--- config.mk ---
export PLATFORM = sky130hd
export DESIGN_NAME = rx_addr_filter
export DESIGN_NICKNAME = d
export VERILOG_FILES = /design/src/rtl/rxf_pkg.sv /design/src/rtl/rxf_regs.sv /design/src/rtl/rxf_capture.sv /design/src/rtl/rxf_decide.sv /design/src/rtl/rx_addr_filter.sv
export SDC_FILE = /design/constraint.sdc
export NUM_CORES = 1
export LEC_CHECK = 0
export ABC_AREA = 1
export BUFFER_PORTS_ARGS = -buffer_cell sky130_fd_sc_hd__buf_4
export CORE_ASPECT_RATIO = 0.8
export CORE_MARGIN = 2
export CORE_UTILIZATION = 40
export DETAILED_ROUTE_END_ITERATION = 6
export HOLD_SLACK_MARGIN = 0.02
export PLACE_DENSITY = 0.66
export SLEW_MARGIN = 0
export SYNTH_ARGS = -nofsm -noshare
export SYNTH_HDL_FRONTEND = slang
export SYNTH_SLANG_ARGS = --single-unit
--- constraint.sdc ---
create_clock -name clk -period 3.1 [get_ports clk]
set_input_delay 0.465 -clock clk [delete_from_list [all_inputs] [get_ports clk]]
set_output_delay 0.465 -clock clk [all_outputs]
set_load 0.01 [all_outputs]
--- src/rtl/rxf_pkg.sv ---
package rxf_pkg;

    localparam logic [31:0] CRC_POLY_REFL = 32'hEDB88320;
    localparam logic [31:0] CRC_SEED      = 32'hFFFF_FFFF;

    // Mode-byte bit positions
    localparam int unsigned MODE_BIT_BCAST = 2;
    localparam int unsigned MODE_BIT_MCAST = 3;
    localparam int unsigned MODE_BIT_ALL   = 4;

    typedef enum logic [1:0] {
        DST_UNICAST   = 2'd0,
        DST_MULTICAST = 2'd1,
        DST_BROADCAST = 2'd2
    } dst_class_e;

    typedef struct packed {
        logic pass_all;
        logic mcast_en;
        logic bcast_en;
    } rx_mode_t;

    // One byte of reflected CRC-32, LSB of the byte first
    function automatic logic [31:0] crc_step_byte(input logic [31:0] c, input logic [7:0] d);
        logic [31:0] r;
        r = c ^ {24'd0, d};
        for (int k = 0; k < 8; k++) begin
            r = r[0] ? ((r >> 1) ^ CRC_POLY_REFL) : (r >> 1);
        end
        return r;
    endfunction

endpackage

--- src/rtl/rxf_regs.sv ---
module rxf_regs
    import rxf_pkg::*;
#(
    parameter int unsigned MAC_BYTES  = 6,
    parameter int unsigned HASH_BYTES = 8,
    parameter int unsigned AW         = 4,
    parameter int unsigned MODE_ADDR  = 6,
    parameter int unsigned HASH_BASE  = 8
) (
    input  logic                    clk,
    input  logic                    rst,
    input  logic                    wr_en,
    input  logic [AW-1:0]           wr_addr,
    input  logic [7:0]              wr_data,
    output logic [8*MAC_BYTES-1:0]  station,
    output logic [8*HASH_BYTES-1:0] hash,
    output rx_mode_t                mode
);
    logic [7:0] st_q [MAC_BYTES];
    logic [7:0] hb_q [HASH_BYTES];

    always_ff @(posedge clk) begin
        if (rst) begin
            for (int i = 0; i < MAC_BYTES; i++) st_q[i] <= '0;
            for (int j = 0; j < HASH_BYTES; j++) hb_q[j] <= '0;
            mode <= '0;
        end else if (wr_en) begin
            for (int i = 0; i < MAC_BYTES; i++) begin
                if (wr_addr == AW'(i)) st_q[i] <= wr_data;
            end
            for (int j = 0; j < HASH_BYTES; j++) begin
                if (wr_addr == AW'(HASH_BASE + j)) hb_q[j] <= wr_data;
            end
            if (wr_addr == AW'(MODE_ADDR)) begin
                mode.pass_all <= wr_data[MODE_BIT_ALL];
                mode.mcast_en <= wr_data[MODE_BIT_MCAST];
                mode.bcast_en <= wr_data[MODE_BIT_BCAST];
            end
        end
    end

    for (genvar g = 0; g < MAC_BYTES; g++) begin : g_st
        assign station[8*g +: 8] = st_q[g];
    end
    for (genvar g = 0; g < HASH_BYTES; g++) begin : g_hb
        assign hash[8*g +: 8] = hb_q[g];
    end

endmodule

--- src/rtl/rxf_capture.sv ---
module rxf_capture
    import rxf_pkg::*;
#(
    parameter int unsigned MAC_BYTES = 6,
    parameter int unsigned BIN_W     = 6
) (
    input  logic                   clk,
    input  logic                   rst,
    input  logic                   in_valid,
    input  logic                   in_sof,
    input  logic [7:0]             in_data,
    output logic [8*MAC_BYTES-1:0] dest,
    output logic [BIN_W-1:0]       hash_bin,
    output logic                   done
);
    localparam int unsigned CW = $clog2(MAC_BYTES + 1);

    logic [CW-1:0] cnt_q;
    logic [31:0]   crc_q;
    logic [7:0]    db_q [MAC_BYTES];
    logic          start_b;
    logic          adv_b;

    assign start_b = in_valid && in_sof;
    assign adv_b   = in_valid && !in_sof && (cnt_q != '0) && (cnt_q < CW'(MAC_BYTES));

    always_ff @(posedge clk) begin
        if (rst) begin
            cnt_q <= '0;
            crc_q <= CRC_SEED;
            done  <= 1'b0;
            for (int k = 0; k < MAC_BYTES; k++) db_q[k] <= '0;
        end else begin
            done <= 1'b0;
            if (start_b) begin
                cnt_q <= CW'(1);
                crc_q <= crc_step_byte(CRC_SEED, in_data);
                done  <= (MAC_BYTES == 1);
                for (int k = 0; k < MAC_BYTES; k++) db_q[k] <= (k == 0) ? in_data : 8'd0;
            end else if (adv_b) begin
                cnt_q <= cnt_q + CW'(1);
                crc_q <= crc_step_byte(crc_q, in_data);
                done  <= (cnt_q == CW'(MAC_BYTES - 1));
                for (int k = 0; k < MAC_BYTES; k++) begin
                    if (cnt_q == CW'(k)) db_q[k] <= in_data;
                end
            end
        end
    end

    for (genvar g = 0; g < MAC_BYTES; g++) begin : g_dest
        assign dest[8*g +: 8] = db_q[g];
    end
    assign hash_bin = crc_q[31 -: BIN_W];

    // the byte count never runs past the address length
    a_r9_count_bound: assert property (@(posedge clk) disable iff (rst)
        cnt_q <= CW'(MAC_BYTES));

    // once the address is complete, unflagged bytes leave the capture alone
    a_r8_trailing_ignored: assert property (@(posedge clk) disable iff (rst)
        (cnt_q == CW'(MAC_BYTES)) && !start_b |=> $stable(crc_q));

endmodule

--- src/rtl/rxf_decide.sv ---
module rxf_decide
    import rxf_pkg::*;
#(
    parameter int unsigned MAC_BYTES  = 6,
    parameter int unsigned HASH_BYTES = 8,
    parameter int unsigned BIN_W      = $clog2(8 * HASH_BYTES)
) (
    input  logic                    clk,
    input  logic                    rst,
    input  logic                    done,
    input  logic                    restart,
    input  logic [8*MAC_BYTES-1:0]  dest,
    input  logic [BIN_W-1:0]        hash_bin,
    input  logic [8*MAC_BYTES-1:0]  station,
    input  logic [8*HASH_BYTES-1:0] hash,
    input  rx_mode_t                mode,
    output logic                    dec_valid,
    output logic                    dec_accept
);
    dst_class_e cls;
    logic       verdict;

    always_comb begin
        if (&dest)        cls = DST_BROADCAST;
        else if (dest[0]) cls = DST_MULTICAST;
        else              cls = DST_UNICAST;
        unique case (cls)
            DST_BROADCAST: verdict = mode.bcast_en;
            DST_MULTICAST: verdict = mode.mcast_en && hash[hash_bin];
            default:       verdict = (dest == station);
        endcase
        if (mode.pass_all) verdict = 1'b1;
    end

    always_ff @(posedge clk) begin
        if (rst) begin
            dec_valid  <= 1'b0;
            dec_accept <= 1'b0;
        end else begin
            dec_valid <= done;
            if (done)         dec_accept <= verdict;
            else if (restart) dec_accept <= 1'b0;
        end
    end

    a_r7_single_strobe: assert property (@(posedge clk) disable iff (rst)
        dec_valid |=> !dec_valid);

    a_r8_hold: assert property (@(posedge clk) disable iff (rst)
        !done && !restart |=> $stable(dec_accept));

    a_r1_pass_all: assert property (@(posedge clk) disable iff (rst)
        done && mode.pass_all |=> dec_valid && dec_accept);

    a_r2_bcast_off: assert property (@(posedge clk) disable iff (rst)
        done && !mode.pass_all && (&dest) && !mode.bcast_en |=> !dec_accept);

    a_r3_mcast_off: assert property (@(posedge clk) disable iff (rst)
        done && !mode.pass_all && dest[0] && !(&dest) && !mode.mcast_en |=> !dec_accept);

    a_r5_ucast_mismatch: assert property (@(posedge clk) disable iff (rst)
        done && !mode.pass_all && !dest[0] && (dest != station) |=> !dec_accept);

endmodule

--- src/rtl/rx_addr_filter.sv ---
module rx_addr_filter
    import rxf_pkg::*;
#(
    parameter int unsigned MAC_BYTES  = 6,
    parameter int unsigned HASH_BYTES = 8,
    parameter int unsigned CFG_AW     = 4
) (
    input  logic              clk,
    input  logic              rst,
    input  logic              cfg_wr,
    input  logic [CFG_AW-1:0] cfg_addr,
    input  logic [7:0]        cfg_wdata,
    input  logic              rx_valid,
    input  logic              rx_sof,
    input  logic [7:0]        rx_byte,
    output logic              dec_valid,
    output logic              dec_accept
);
    localparam int unsigned BIN_W = $clog2(8 * HASH_BYTES);

    logic [8*MAC_BYTES-1:0]  station;
    logic [8*HASH_BYTES-1:0] hash;
    rx_mode_t                mode;
    logic [8*MAC_BYTES-1:0]  dest;
    logic [BIN_W-1:0]        hash_bin;
    logic                    done;

    rxf_regs #(
        .MAC_BYTES (MAC_BYTES),
        .HASH_BYTES(HASH_BYTES),
        .AW        (CFG_AW),
        .MODE_ADDR (MAC_BYTES),
        .HASH_BASE (HASH_BYTES)
    ) u_regs (
        .clk    (clk),
        .rst    (rst),
        .wr_en  (cfg_wr),
        .wr_addr(cfg_addr),
        .wr_data(cfg_wdata),
        .station(station),
        .hash   (hash),
        .mode   (mode)
    );

    rxf_capture #(
        .MAC_BYTES(MAC_BYTES),
        .BIN_W    (BIN_W)
    ) u_cap (
        .clk     (clk),
        .rst     (rst),
        .in_valid(rx_valid),
        .in_sof  (rx_sof),
        .in_data (rx_byte),
        .dest    (dest),
        .hash_bin(hash_bin),
        .done    (done)
    );

    rxf_decide #(
        .MAC_BYTES (MAC_BYTES),
        .HASH_BYTES(HASH_BYTES),
        .BIN_W     (BIN_W)
    ) u_dec (
        .clk       (clk),
        .rst       (rst),
        .done      (done),
        .restart   (rx_valid && rx_sof),
        .dest      (dest),
        .hash_bin  (hash_bin),
        .station   (station),
        .hash      (hash),
        .mode      (mode),
        .dec_valid (dec_valid),
        .dec_accept(dec_accept)
    );

endmodule

==> impl_metrics.py, run 1 <==
metrics = {
    "timing": {
        "tightest_slew_ns": 0.796,
        "fin_crit_sh_pct": 84.5,
        "timing_hold_violations_final": 0,
        "max_freq_mhz": 382,
        "fin_crit_ns": 2.62,
        "drv_slew": 0,
        "relSlewSlack_pct": 46.7,
        "fin_setup_tns_ns": 0,
        "setup_viol": 0,
        "rsz0062_at_grt": "false",
        "skew_ns": 0.0220,
    },
    "floorplan": {
        "coreArea_um2": 25200,
        "die_h_um": 147,
        "num_rows": 52,
        "ioPinCount": 27,
        "dieArea_um2": 26900,
        "die_width_um": 183,
        "initial_core_util_pct": 40.6,
    },
    "route": {
        "via_per_inst": 5.28,
        "drtPass1Iterations": 7,
        "drt_iter0_drc": 845,
        "dr_total_vias": 7802,
        "drtAntennaViolNets": 0,
        "drc": 0,
        "wire_per_inst_um": 17.7,
        "wl_um": 26200,
    },
    "synth": {
        "synth_seq_area_share_pct": 54.9,
        "netlist_area_um2": 10200,
        "yosysWarnings": 0,
        "syn_avg_cell_area_um2": 9.28,
        "synth_edf_count": 160,
        "syn-num-nets": 1135,
        "synth.ff_latch_count": 201,
        "synthesis.instances": 1105,
        "synth_cell_types": 39,
        "synthArstFlopShare_pct": 0,
        "synth_flop_cell": "edfxtp_1",
    },
    "layout": {
        "fillers": 2367,
        "multi_input_area_um2": 4100,
        "n_antenna_cell": 0,
        "final_layout_size_suffix_gt1_share_pct": 9.19,
        "final_cells": 1477,
        "area_growth_pct": 11.8,
        "final_util_pct": 45.4,
        "regArea_um2": 5630,
        "fin_nets": 1170,
    },
    "critical_path": {
        "critPathKind": "reg -> reg",
        "cp-start-kind": "flop",
        "required_ns": 3.53,
        "r2r_start": "u_cap.cnt_q[0]$_SDFFE_PP0P_",
        "cp.arrival_ns": 3.04,
        "cp-startpoint": "u_cap.cnt_q[0]$_SDFFE_PP0P_",
        "crit_fanout": 41,
        "end_kind": "flop",
    },
    "place": {
        "portBuffers": 26,
        "place_hpwl_um": 17900,
        "routabilityCongestion": 0.841,
        "dp.cells": 1440,
    },
    "clocking": {
        "htreeDepth": 1,
        "insertion_delay_ns": 0.52,
        "path_clk_slew_ns": 0.06,
        "cts_setup_buffers": 0,
        "cts_inserted_buffers": 22,
        "hold_buffers": 0,
        "cts.sinks": 201,
        "cts.path.max_buffers": 3,
        "cts-root-buf": "clkbuf_16",
        "cts_tree": "yes",
    },
    "power": {
        "power_per_cell_area_nw_per_um2": 606,
        "leakagePower_nw": 4.67,
        "ir_drop_uv": 356,
    },
    "global_route": {
        "grt_pass1_wl_um": 41600,
        "grt_max_degree": 42,
        "grt_antenna_before_repair": 0,
        "grt_pass1_vias": 7535,
        "gr-total-overflow": 0,
        "grt_use_total_pct": 19.9,
    },
    "run_status": {
        "status": "completed",
    },
    "hold_path": {
        "hold_class": "in -> reg",
        "hold_start": "cfg_wdata[0]",
    },
    "run": {
        "cap_violations": 0,
    },
}
## critical path, cell delays in order (launching register included)
cell	delay, ns
dfxtp_1	0.39
inv_1	0.10
ha_1	0.22
o21ai_0	0.14
nand3_1	0.23
inv_1	0.30
nor2_4	0.17
inv_2	0.56
o21ai_0	0.21
o211ai_1	0.22
## layout by cell type (no fill, tap or decap)
master / netlist / routed
nor3_1: 11 / 11
inv_4: 3 / 3
clkbuf_1: 15 / 5
a21o_1: 1 / 1
xor2_2: 3 / 3
nand3_1: 89 / 89
nor2_4: 0 / 1
xnor2_1: 44 / 44
nand2_4: 3 / 3
clkbuf_16: 0 / 22
nor4_1: 3 / 3
clkinv_2: 0 / 2
edfxtp_1: 160 / 160
nand3b_1: 1 / 1
a221oi_1: 1 / 1
xnor2_4: 2 / 2
xnor2_2: 5 / 5
o211ai_1: 14 / 14
or2_1: 1 / 1
nand2_2: 8 / 8
nand2_1: 226 / 226
dfxtp_1: 41 / 41
or2_0: 1 / 1
inv_2: 7 / 7
o21ai_0: 42 / 42
o2111ai_1: 2 / 2
inv_1: 76 / 76
buf_4: 3 / 42
clkinv_1: 10 / 16
o21ai_1: 2 / 2
a21oi_1: 23 / 23
or2_2: 6 / 6
nand4_1: 15 / 15
xor2_1: 67 / 67
ha_1: 5 / 5
nor2_1: 192 / 192
clkinv_8: 0 / 1
o22ai_1: 3 / 3
bufinv_16: 0 / 1
o221ai_1: 6 / 6
## Yosys cell counts (5+ instances only)
master / count / area (um2)
a21oi_1: 23 / 115
buf_2: 9 / 45.0
clkbuf_1: 15 / 56.3
clkinv_1: 10 / 37.5
dfxtp_1: 41 / 821
edfxtp_1: 160 / 4800
ha_1: 5 / 62.6
inv_1: 76 / 285
inv_2: 7 / 26.3
nand2_1: 226 / 848
nand2_2: 8 / 50.1
nand3_1: 89 / 445
nand4_1: 15 / 93.8
nor2_1: 192 / 721
nor3_1: 11 / 55.1
o211ai_1: 14 / 105
o21ai_0: 42 / 210
o221ai_1: 6 / 52.6
or2_2: 6 / 37.5
xnor2_1: 44 / 385
xnor2_2: 5 / 81.3
xor2_1: 67 / 587
## state kept, by name (all words and copies together) (netlist names)
register	cells
u_cap.cnt_q	3
u_cap.crc_q	32
u_cap.db_q	48
u_cap.done	1
u_dec.dec_accept	1
u_dec.dec_valid	1
u_regs.hb_q	64
u_regs.mode	3
u_regs.st_q	48
## final timing paths
kind                                                   endpoint  slack [ns]  cells past startpoint
worst max-delay path                u_cap.crc_q[5]$_SDFFE_PP1P_        0.48                      9
worst min-delay path            u_regs.hb_q[0][8]$_SDFFCE_PN0P_        0.36                      3
worst max register to register      u_cap.crc_q[5]$_SDFFE_PP1P_        0.48                      9
worst min register to register       u_dec.dec_valid$_SDFF_PP0_        0.43                      2
## repair_timing
item                       4_1_cts  5_1_grt
setup endpoints to repair        0        5
hold endpoints to repair         0        0
gates resized for setup          0        1
## layer usage
metal | global-route usage (%) | part of all wire (%) | up-vias
met5 | 0.182 | 0 | -
met4 | 5.92 | 3.1 | 0
met3 | 2.48 | 7.0 | 59
met2 | 31.6 | 45 | 303
met1 | 28.5 | 45 | 3722
li1 | - | - | 3718
## where the power goes
part / switching, mW / total, mW / leakage, nW / internal, mW
clock: 1.04 / 2.42 / 0.315 / 1.38
sequential: 0.0988 / 3.19 / 1.92 / 3.10
combinational: 0.864 / 1.33 / 2.43 / 0.470
total: 2.01 / 6.95 / 4.67 / 4.95
## per-stage QoR
| step | cell area (um2) | power, mW | hold WS (ns) | setup WS, ns |
|---|---|---|---|---|
| 2_1_floorplan | 10200 | 4.20 | 0.422 | 1.06 |
| 3_3_place_gp | 10800 | 4.55 | 0.434 | 0.323 |
| 3_5_place_dp | 10800 | 4.56 | 0.441 | 0.289 |
| 4_1_cts | 11500 | 6.97 | 0.354 | 0.265 |
| 5_1_grt | 11500 | 7.25 | 0.384 | 0.162 |
| 6_report | 11500 | 6.95 | 0.361 | 0.482 |
## cell families after synthesis
kind of cell | after synthesis | synth area share (%)
flops | 201 | 54.9
simple gates | 557 | 22.7
buf+inv | 127 | 5.16
fa+ha+maj | 5 | 0.610
compound gates | 94 | 5.32
xor+xnor | 121 | 11.3
## final cells by class
type / count / area share, %
well taps: 324 / 3.54
flip-flops and latches: 201 / 49.1
inverters: 96 / 3.21
clock inverters: 10 / 0.688
multi-input cells: 777 / 35.8
repair buffers: 42 / 2.75
clock buffers: 27 / 4.97
Power figures use the tool's default switching activity.
==> run 2: changes to the inputs <==
- ABC_AREA: 1 -> 0
- PLACE_DENSITY: 0.66 -> 0.68
- clock period: 3.1 -> 2.3 ns (I/O delays scaled with it)
==> run 2 against run 1 <==
  * Sequential power increased by 36%
  * Fmax is 25% higher
  * Total power rose by 40%
  * Combinational power is 27% higher
  * Largest cell class unchanged
==> impl_metrics.py, run 2 <==
metrics = {
    "run_status": {
        "status": "completed",
    },
    "clocking": {
        "cts_inserted_buffers": 22,
        "path_clk_slew_ns": 0.06,
        "insertion_delay_ns": 0.50,
        "htreeDepth": 1,
        "cts.sinks": 201,
        "hold_buffers": 0,
        "cts.path.max_buffers": 3,
        "cts_tree": "yes",
        "cts_setup_buffers": 0,
        "cts-root-buf": "clkbuf_16",
    },
    "power": {
        "ir_drop_uv": 507,
        "power_per_cell_area_nw_per_um2": 842,
        "leakagePower_nw": 4.14,
        "report.power.total_mw": 9.70,
    },
    "run": {
        "cap_violations": 0,
    },
    "layout": {
        "largestRegisters": "u_regs.hb_q: 64 flops, u_cap.db_q: 48 flops, u_regs.st_q: 48 flops",
        "fin_nets": 928,
        "multi_input_area_um2": 4050,
        "top_register": "u_regs.hb_q",
        "largest_reg_flops": 64,
        "fillers": 2176,
        "area_growth_pct": 16.4,
        "final_cell_mix": "edfxtp_1 (160), nor2_1 (123), xnor2_1 (117), buf_4 (84)",
        "n_antenna_cell": 0,
        "final_layout_size_suffix_gt1_share_pct": 16.1,
        "final_common_cell": "edfxtp_1",
        "regArea_um2": 5630,
        "final_cells": 1231,
    },
    "critical_path": {
        "required_ns": 2.45,
        "r2r_setup_slack_ns": 0.21,
        "cp-startpoint": "u_cap.cnt_q[0]$_SDFFE_PP0P_",
        "r2r_start": "u_cap.cnt_q[0]$_SDFFE_PP0P_",
        "end_kind": "flop",
        "cpMaxStageDelayCell": "nand2b_1",
        "critPathBufInv": 1,
        "cpPeakStageDelay_ns": 0.35,
        "critPathTopFamily": "simple AND/OR/NAND/NOR gates",
        "cp-start-kind": "flop",
        "cp.arrival_ns": 2.25,
        "crit_path_cell_trace": "inv_1 -> ha_1 -> mux2i_1 -> nand3b_1 -> nor2_1 -> and3_1 -> nand2b_1",
        "crit_fanout": 8,
        "critPathKind": "reg -> reg",
    },
    "global_route": {
        "grt_max_degree": 41,
        "gr-total-overflow": 0,
        "grt_pass1_vias": 6507,
        "grt_antenna_before_repair": 0,
        "grt_pass1_wl_um": 37700,
        "grt_use_total_pct": 18.9,
    },
    "floorplan": {
        "die_width_um": 180,
        "die_h_um": 145,
        "dieArea_um2": 26000,
        "initial_core_util_pct": 40.7,
        "coreArea_um2": 24300,
        "ioPinCount": 27,
        "num_rows": 51,
    },
    "synth": {
        "netlist_area_um2": 9900,
        "synth.most_common_cell": "edfxtp_1",
        "synth_common_cells": "edfxtp_1 (160), nor2_1 (123), xnor2_1 (118)",
        "yosysWarnings": 0,
        "synthArstFlopShare_pct": 0,
        "synth_top_cell_area_share_pct": 48.5,
        "synth.ff_latch_count": 201,
        "syn_avg_cell_area_um2": 11.8,
        "syn-num-nets": 866,
        "synth_area_leaders": "edfxtp_1 (49%), xnor2_1 (10%), dfxtp_1 (8.3%)",
        "synth_seq_area_share_pct": 56.8,
        "synth_flop_cell": "edfxtp_1",
        "synth_edf_count": 160,
        "synth.largest_area_cell": "edfxtp_1",
        "synthesis.instances": 836,
        "synth_cell_types": 51,
    },
    "timing": {
        "rsz0062_at_grt": "false",
        "fin_setup_tns_ns": 0,
        "setup_viol": 0,
        "fin_crit_ns": 2.09,
        "tightest_slew_ns": 0.719,
        "timing_hold_violations_final": 0,
        "max_freq_mhz": 477,
        "fin_crit_sh_pct": 91.1,
        "drv_slew": 0,
        "skew_ns": 0.00915,
        "relSlewSlack_pct": 51.7,
    },
    "route": {
        "wl_um": 24400,
        "drc": 0,
        "drtPass1Iterations": 5,
        "via_per_inst": 5.35,
        "drtAntennaViolNets": 0,
        "dr_total_vias": 6583,
        "wire_per_inst_um": 19.8,
        "drt_iter0_drc": 647,
    },
    "hold_path": {
        "hold_class": "in -> reg",
        "hold_start": "cfg_wdata[4]",
    },
    "place": {
        "dp.cells": 1192,
        "place_hpwl_um": 17400,
        "routabilityCongestion": 0.822,
        "portBuffers": 26,
    },
}
-- run 2: final cells by class --
cell class / count / share of cell area (%)
multi-input combinational: 575 / 35.2
timing repair buffer: 85 / 5.65
sequential: 201 / 48.8
tap: 318 / 3.45
inverter: 13 / 0.424
clock inverter: 10 / 1.27
clock buffer: 29 / 5.19
-- run 2: power by group --
group          switching [mW]  total (mW)  internal, mW
sequential              0.170        4.34          4.17
combinational           0.879        1.69         0.811
clock                    1.40        3.67          2.27
total                    2.45        9.70          7.25
-- run 2: metal layers --
| layer | global-route usage [%] | part of all wire, % |
|---|---|---|
| met5 | 0 | 0 |
| met2 | 31.0 | 46 |
| met4 | 5.35 | 2.8 |
| met3 | 2.70 | 6.5 |
| met1 | 26.5 | 45 |
-- run 2: what timing repair did --
action,4_1_cts,5_1_grt
setup endpoints to repair,0,1
endpoints found under the hold margin,0,0
gates resized for setup,0,3
-- run 2: worst min-delay path, stage by stage --
cell     delay (ns)
buf_4          0.10
mux2i_1        0.06
nor2_1         0.07
-- run 2: logic make-up (layout without fill, tap and decap cells) --
| family | after synthesis | after routing | synth area share [%] |
|---|---|---|---|
| AOI/OAI and AO/OA | 78 | 78 | 5.01 |
| buffers and inverters | 60 | 137 | 2.38 |
| adders and majority gates | 5 | 5 | 0.632 |
| DFF | 201 | 201 | 56.8 |
| and+or+nand+nor | 309 | 309 | 15.3 |
| muxes | 25 | 25 | 4.69 |
| xor gates and xnor gates | 158 | 158 | 15.2 |
-- run 2: worst paths after layout --
kind | cells after the start | end
worst max-delay path | 7 | u_cap.db_q[0][20]$_SDFFCE_PN0P_
worst min-delay path | 3 | u_regs.mode[2]$_SDFFE_PP0P_
worst max register to register | 7 | u_cap.db_q[0][20]$_SDFFCE_PN0P_
worst min register to register | 2 | u_cap.crc_q[9]$_SDFFE_PP1P_
-- run 2: through the flow --
stage               setup WS (ns)  util (%)  hold slack (ns)  area (um2)
floorplan                  -0.119         -            0.428        9900
global placement            0.128      44.3            0.448       10800
detailed placement          0.113      44.3            0.446       10800
CTS                         0.180      47.3            0.101       11500
global route              0.00483      47.4            0.153       11500
finish                      0.205      47.4            0.112       11500
